### config.mk
export PLATFORM = sky130hd
export DESIGN_NAME = adc_result_fmt
export DESIGN_NICKNAME = d
export VERILOG_FILES = /design/src/rtl/adc_fmt_pkg.sv /design/src/rtl/adc_fmt_lock.sv /design/src/rtl/adc_fmt_store.sv /design/src/rtl/adc_fmt_format.sv /design/src/rtl/adc_result_fmt.sv
export SDC_FILE = /design/constraint.sdc
export NUM_CORES = 1
export LEC_CHECK = 0
export CAP_MARGIN = 40
export CORE_MARGIN = 1
export CORE_UTILIZATION = 37
export CTS_CLUSTER_SIZE = 10
export DETAILED_ROUTE_END_ITERATION = 10
export PLACE_DENSITY = 0.8
export SYNTH_ARGS = -nofsm -noshare
export SYNTH_HDL_FRONTEND = slang
export SYNTH_SLANG_ARGS = --single-unit
### constraint.sdc
create_clock -name clk -period 0.8 [get_ports clk]
set_input_delay 0.12 -clock clk [delete_from_list [all_inputs] [get_ports clk]]
set_output_delay 0.12 -clock clk [all_outputs]
set_load 0.02 [all_outputs]
### src/rtl/adc_fmt_pkg.sv
package adc_fmt_pkg;

    typedef enum logic [1:0] {
        FMT_LEFT  = 2'b00,
        FMT_RIGHT = 2'b01,
        FMT_LSIGN = 2'b10,
        FMT_TRUNC = 2'b11
    } fmt_mode_e;

    typedef enum logic {
        LK_OPEN = 1'b0,
        LK_HELD = 1'b1
    } lock_state_e;

endpackage

### src/rtl/adc_fmt_lock.sv
module adc_fmt_lock
    import adc_fmt_pkg::*;
(
    input  logic      clk,
    input  logic      rst_n,
    input  fmt_mode_e mode,
    input  logic      conv_valid,
    input  logic      rd_en,
    input  logic      rd_hi,
    output logic      locked,
    output logic      store_en,
    output logic      drop
);

    lock_state_e state_q, state_d;
    logic        interlocked;

    assign interlocked = (mode != FMT_TRUNC);

    // state register
    always_ff @(posedge clk) begin
        if (!rst_n) begin
            state_q <= LK_OPEN;
        end else begin
            state_q <= state_d;
        end
    end

    // transitions: lock / release
    always_comb begin
        state_d = state_q;
        unique case (state_q)
            LK_OPEN: begin
                if (rd_en && rd_hi && interlocked) begin
                    state_d = LK_HELD;
                end
            end
            LK_HELD: begin
                if (rd_en && !rd_hi) begin
                    state_d = LK_OPEN;
                end
            end
            default: state_d = LK_OPEN;
        endcase
    end

    // outputs
    always_comb begin
        locked   = 1'b0;
        store_en = 1'b0;
        drop     = 1'b0;
        unique case (state_q)
            LK_OPEN: begin
                store_en = conv_valid;
            end
            LK_HELD: begin
                locked   = 1'b1;
                store_en = conv_valid && !interlocked;
                drop     = conv_valid && interlocked;
            end
            default: ;
        endcase
    end

endmodule

### src/rtl/adc_fmt_store.sv
module adc_fmt_store #(
    parameter int RES_W = 10
) (
    input  logic             clk,
    input  logic             rst_n,
    input  logic             store_en,
    input  logic             drop,
    input  logic [RES_W-1:0] conv_data,
    output logic [RES_W-1:0] res_q,
    output logic             dropped_q
);

    always_ff @(posedge clk) begin
        if (!rst_n) begin
            res_q     <= '0;
            dropped_q <= 1'b0;
        end else begin
            if (store_en) begin
                res_q <= conv_data;
            end
            if (drop) begin
                dropped_q <= 1'b1;
            end
        end
    end

endmodule

### src/rtl/adc_fmt_format.sv
module adc_fmt_format
    import adc_fmt_pkg::*;
#(
    parameter int RES_W  = 10,
    parameter int BYTE_W = 8
) (
    input  fmt_mode_e         mode,
    input  logic [RES_W-1:0]  res,
    output logic [BYTE_W-1:0] hi_byte,
    output logic [BYTE_W-1:0] lo_byte
);

    localparam int SPILL = RES_W - BYTE_W;
    localparam int PAD   = BYTE_W - SPILL;

    logic [BYTE_W-1:0] top_bits;
    logic [BYTE_W-1:0] spill_left;
    logic [BYTE_W-1:0] spill_right;
    logic [BYTE_W-1:0] sign_flip;

    assign top_bits    = res[RES_W-1 -: BYTE_W];
    assign spill_left  = {res[SPILL-1:0], {PAD{1'b0}}};
    assign spill_right = {{PAD{1'b0}}, res[RES_W-1 -: SPILL]};
    assign sign_flip   = {1'b1, {(BYTE_W-1){1'b0}}};

    always_comb begin
        unique case (mode)
            FMT_LEFT: begin
                hi_byte = top_bits;
                lo_byte = spill_left;
            end
            FMT_RIGHT: begin
                hi_byte = spill_right;
                lo_byte = res[BYTE_W-1:0];
            end
            FMT_LSIGN: begin
                hi_byte = top_bits ^ sign_flip;
                lo_byte = spill_left;
            end
            FMT_TRUNC: begin
                hi_byte = '0;
                lo_byte = top_bits;
            end
            default: begin
                hi_byte = '0;
                lo_byte = '0;
            end
        endcase
    end

endmodule

### src/rtl/adc_result_fmt.sv
module adc_result_fmt
    import adc_fmt_pkg::*;
#(
    parameter int RES_W  = 10,
    parameter int BYTE_W = 8
) (
    input  logic              clk,
    input  logic              rst_n,
    input  logic              conv_valid_i,
    input  logic [RES_W-1:0]  conv_data_i,
    input  logic [1:0]        mode_i,
    input  logic              rd_en_i,
    input  logic              rd_hi_i,
    output logic [BYTE_W-1:0] rd_data_o,
    output logic              dropped_o
);

    fmt_mode_e         mode;
    logic              locked;
    logic              store_en;
    logic              drop;
    logic [RES_W-1:0]  res_q;
    logic [BYTE_W-1:0] hi_byte;
    logic [BYTE_W-1:0] lo_byte;

    assign mode = fmt_mode_e'(mode_i);

    adc_fmt_lock u_lock (
        .clk        (clk),
        .rst_n      (rst_n),
        .mode       (mode),
        .conv_valid (conv_valid_i),
        .rd_en      (rd_en_i),
        .rd_hi      (rd_hi_i),
        .locked     (locked),
        .store_en   (store_en),
        .drop       (drop)
    );

    adc_fmt_store #(.RES_W(RES_W)) u_store (
        .clk       (clk),
        .rst_n     (rst_n),
        .store_en  (store_en),
        .drop      (drop),
        .conv_data (conv_data_i),
        .res_q     (res_q),
        .dropped_q (dropped_o)
    );

    adc_fmt_format #(.RES_W(RES_W), .BYTE_W(BYTE_W)) u_format (
        .mode    (mode),
        .res     (res_q),
        .hi_byte (hi_byte),
        .lo_byte (lo_byte)
    );

    assign rd_data_o = rd_hi_i ? hi_byte : lo_byte;

endmodule

# Word level (Yosys, flattened, before mapping)
# Index checks and enable logic that the tools add are counted.
# Widths: inputs -> output; s select.
word_totals:
  elab_cells: 26
  mem_count: 0
  inputBits: 17
  latchBits: 0
  romBits: 0
  ram_bits: 0
  regBits: 12
op_classes:
  n_shift: 0
  div_mod_pow: 0
  multipliers: 0
  n_mux: 8
  n_bitwise: 2
  add_sub_neg: 0
  n_lt_le_gt_ge: 0
  eq_ne: 4
  reduce_logical: 9
op_table:
  columns: ["cell", "n"]
  rows:
  - ["$pmux 8 s4", 1]
  - ["$pmux 8 s3", 1]
  - ["$mux 8", 1]
  - ["$logic_and 1x1->1", 5]
  - ["$eq 2x2->1 const B", 2]
  - ["$pmux 1 s2", 2]
  - ["$mux 1", 3]
  - ["$eq 2x1->1 const B", 1]
  - ["$logic_not 1->1", 2]
  - ["$logic_not 2->1", 1]
  - ["$ne 2x2->1 const B", 1]
  - ["$not 1->1", 2]
  - ["$reduce_or 2->1", 1]

# Depth between registers and ports, before layout
logic_depth:
  depth_word: 4
  mapped_depth: 4
  ltp_nobuf: 3

# By module
# Synthesis repeated with hierarchy kept, for this count alone.
hier_totals:
  cells_unflattened: 84
  area_unflattened_um2: 828.3
modules_own_cells:
  columns: ["module", "cells_each", "area_per_inst_um2", "seq_area_each_um2", "n_inst"]
  rows:
  - ["adc_fmt_store", 34, 405.4, 220.2, 1]
  - ["adc_fmt_format", 34, 231.5, 0.0, 1]
  - ["adc_result_fmt", 9, 131.4, 0.0, 1]
  - ["adc_fmt_lock", 7, 60.1, 20.0, 1]

# Least setup slack after synthesis
# No wires, ideal clock.
synth_timing:
  kind: "input to output"
  start: "input rd_hi_i"
  end: "output rd_data_o[1]"
  arrival_ns: 0.921
  slack_ns: -0.241
  cell_stages: 4
  path_buffers: 1
  path_cell_list: "buf_2 nand2b_1 a21boi_1 o2bb2ai_1"
synth_between:
  elab_chain_cells: 1
synth_rtl:
  columns: ["item", "line", "rtl"]
  rows:
  - ["start, declared", "adc_result_fmt.sv:13", "input logic rd_hi_i,"]
  - ["$mux 8", "adc_result_fmt.sv:57", "assign rd_data_o = rd_hi_i ? hi_byte : lo_byte;"]
  - ["end, declared", "adc_result_fmt.sv:14", "output logic [BYTE_W-1:0] rd_data_o,"]
# Every way passes these cells.

# Worst setup path in the final report
layout_timing:
  start: "register u_store.res_q[9]"
  end: "output rd_data_o[7]"
layout_between:
  elab_chain_cells: 3
  elab_cells_between_ends: 4
  cone_classes: "mux (3); bitwise (1)"
layout_rtl:
  columns: ["item", "line", "rtl"]
  rows:
  - ["start, declared", "adc_fmt_store.sv:9", "output logic [RES_W-1:0] res_q,"]
  - ["start signal, assigned", "adc_fmt_store.sv:19", "res_q <= conv_data;"]
  - ["$not 1->1 (no line)", null, null]
  - ["$pmux 8 s4", "adc_fmt_format.sv:27", "unique case (mode)"]
  - ["$mux 8 (*)", "adc_result_fmt.sv:57", null]
# Mark *: on every way between the ends. The rest lies on a longest branch, timed or not.

==> metrics.yaml <==
job:
  cap_violations: 0
route:
  vias_per_cell: 5.45
  drt-initial-drc-count: 12
  routed-wl-met2_um: 1030
  top_layer: "met4"
  routedWlPerCell_um: 15.4
  postRouteWirelength_um: 1980
  wl_met3_um: 78
  vias: 703
  dr.pass1.iters: 6
  m1WireLength_um: 860
  detail-route-antenna-nets: 0
  drc: 0
synthesis:
  synth_flop_cell: "dfxtp_1"
  synth_common_cells: "20 x nand2_1, 12 x dfxtp_1, 11 x mux2i_1, 4 x a22o_1"
  synth.avg_cell_area_um2: 8.69
  synthCells: 75
  synth-seq-cells: 12
  yosys.area.top_type: "dfxtp_1"
  synth_cell_types: 25
  yosysWarnings: 0
  synthTopCellsByArea: "dfxtp_1 37%, mux2i_1 17%, nand2_1 12%"
  synth.most_common_cell: "nand2_1"
  synth_area_um2: 652
  synth_top_area_frac: 0.369
  syn_nets: 92
  async_flop_share: 0
  synth-edff-count: 0
  synth.yosys.seq_area_share: 0.369
place:
  placed_area_mm2: 0.00109
  port_buffers: 25
  place_congestion: 0.844
  dp.final_hpwl_um: 1300
  dp_slack_ns: -1.24
sta:
  timing.final.ws_setup_ns: -0.523
  skew_ns: 0.00223
  max_slew_margin: 0.888
  whs_ns: 0.333
  worstMarginPinSlew_ns: 0.165
  fmax_ghz: 0.756
  fin_crit_sh: 1.65
  hold_viol_final: 0
  rsz0062_at_grt: "yes"
  maxSlewViolCount: 0
  finalSetupViolations: 19
  period_needed_ns: 1.32
power_and_ir_drop:
  p_leak_nw: 0.546
  ir_drop_v: 0.00100
  power_mw: 1.59
  powerDensity_mw_per_mm2: 1300
status:
  violations: "negative setup slack"
  status: "complete, but fails checks"
critical_path:
  end_kind: "output pin"
  critPathArrivalTime_ns: 1.20
  cp-start-kind: "flip-flop"
  crit_type: "flip-flop to output pin"
  crit_fanout: 2
  critical_path_required_ns: 0.68
  critPathTopFamily: "compound AO/OA/AOI/OAI gates"
  crit_buf_inv: 1
  max_stage_delay_ns: 0.33
  crit_chain: "nand3b_1 -> a21oi_2 -> a221o_1 -> buf_6"
  crit_path_top_delay_cell: "dfxtp_2"
global_routing:
  grt_util_all_layers: 0.222
  grt_pass1_wl_um: 3130
  grt_max_degree: 23
  antenna_found_initial: 0
  grt.overflow.total: 0
  grt_pass1_vias: 699
clock_tree:
  cts_sinks: 12
  cts-root-buf: "clkbuf_4"
  clk_path_buf_depth: 2
  htree_levels: 1
  cts-buffers-inserted: 3
  path_clk_slew_ns: 0.07
  insertion_delay_ns: 0.26
  cts_tree: "built"
floorplan:
  dieArea_mm2: 0.00193
  die_x_um: 44.0
  io_pins: 26
  die-height_um: 44.0
  core-area_mm2: 0.00158
  row_count: 14
  start_util: 0.413
finish:
  drive_gt1_frac: 0.469
  area_growth_pct: 87.9
  final_area_mm2: 0.00122
  diodes: 0
  nNetsFinal: 132
hold_path:
  hold_path_class: "input pin to flip-flop"
[layout make-up]
cell class                      count  area [um^2]
Multi-Input combinational cell     56          485
Timing Repair Buffer               39          435
Fill cell                         117          352
Sequential cell                    12          250
Clock buffer                        3         22.5
Tap cell                           16         20.0
Inverter                            3         11.3
[kinds of logic after synthesis]
| kind of cell | count (synthesis) | synth area share |
|---|---|---|
| compound gates | 17 | 0.207 |
| buf+inv | 7 | 0.0595 |
| flops | 12 | 0.369 |
| mux | 11 | 0.169 |
| simple gates | 28 | 0.196 |
[per-stage QoR]
step / std cells / util / setup TNS (ns)
floorplan: 75 / - / -0.580
global placement: 123 / 0.694 / -18.09
detailed placement: 123 / 0.694 / -18.72
CTS: 129 / 0.751 / -3.92
global route: 129 / 0.777 / -4.78
finish: 129 / 0.777 / -4.02
[final timing paths]
kind | endpoint | cells past startpoint | slack [ns] | startpoint
setup reg to reg | u_store.res_q[4] | 3 | -0.11 | u_lock.state_q
hold / removal | u_store.dropped_q | 3 | 0.33 | conv_valid_i
setup / recovery | rd_data_o[7] | 4 | -0.52 | u_store.res_q[9]
hold reg to reg | u_store.res_q[0] | 2 | 0.48 | u_store.res_q[0]
[layout by cell type (no fill, tap or decap), types with 2 or more instances in the layout]
cell	count
a22o_4	4
buf_12	4
buf_2	2
buf_4	8
buf_6	11
clkbuf_4	3
clkdlybuf4s50_1	12
dfxtp_1	4
dfxtp_2	8
inv_1	3
mux2i_1	10
nand2_1	20
nand2b_4	2
o2bb2ai_2	3
[layer usage]
layer,track usage,vias up
met5,0,-
met4,0.133,0
met3,0.0333,2
met2,0.373,19
met1,0.266,339
li1,-,343
[flip-flops by register name (all words and copies together), names as in the netlist]
name / count
u_store.res_q: 10
u_lock.state_q: 1
u_store.dropped_q: 1
[worst register-to-register path: stages, from the launching register on]
cell	delay [ns]
dfxtp_2	0.34
a21boi_4	0.15
buf_12	0.16
mux2i_1	0.19
[power breakdown]
group          internal [mW]  total [mW]  leakage (nW)  switching (mW)
Sequential             0.644       0.687         0.102          0.0428
Combinational          0.318       0.538         0.430           0.220
Clock                  0.174       0.365        0.0138           0.191
[repair_timing]
| item | in CTS | in global routing |
|---|---|---|
| hold endpoints to repair | 0 | 0 |
| pin swaps | 4 | 1 |
| resized for setup | 73 | 8 |
| cloned | 1 | 0 |
| hold buffers | 0 | 0 |
| setup endpoints to repair | 21 | 20 |
| buffers inserted | 2 | 1 |
Power figures use the tool's default switching activity.
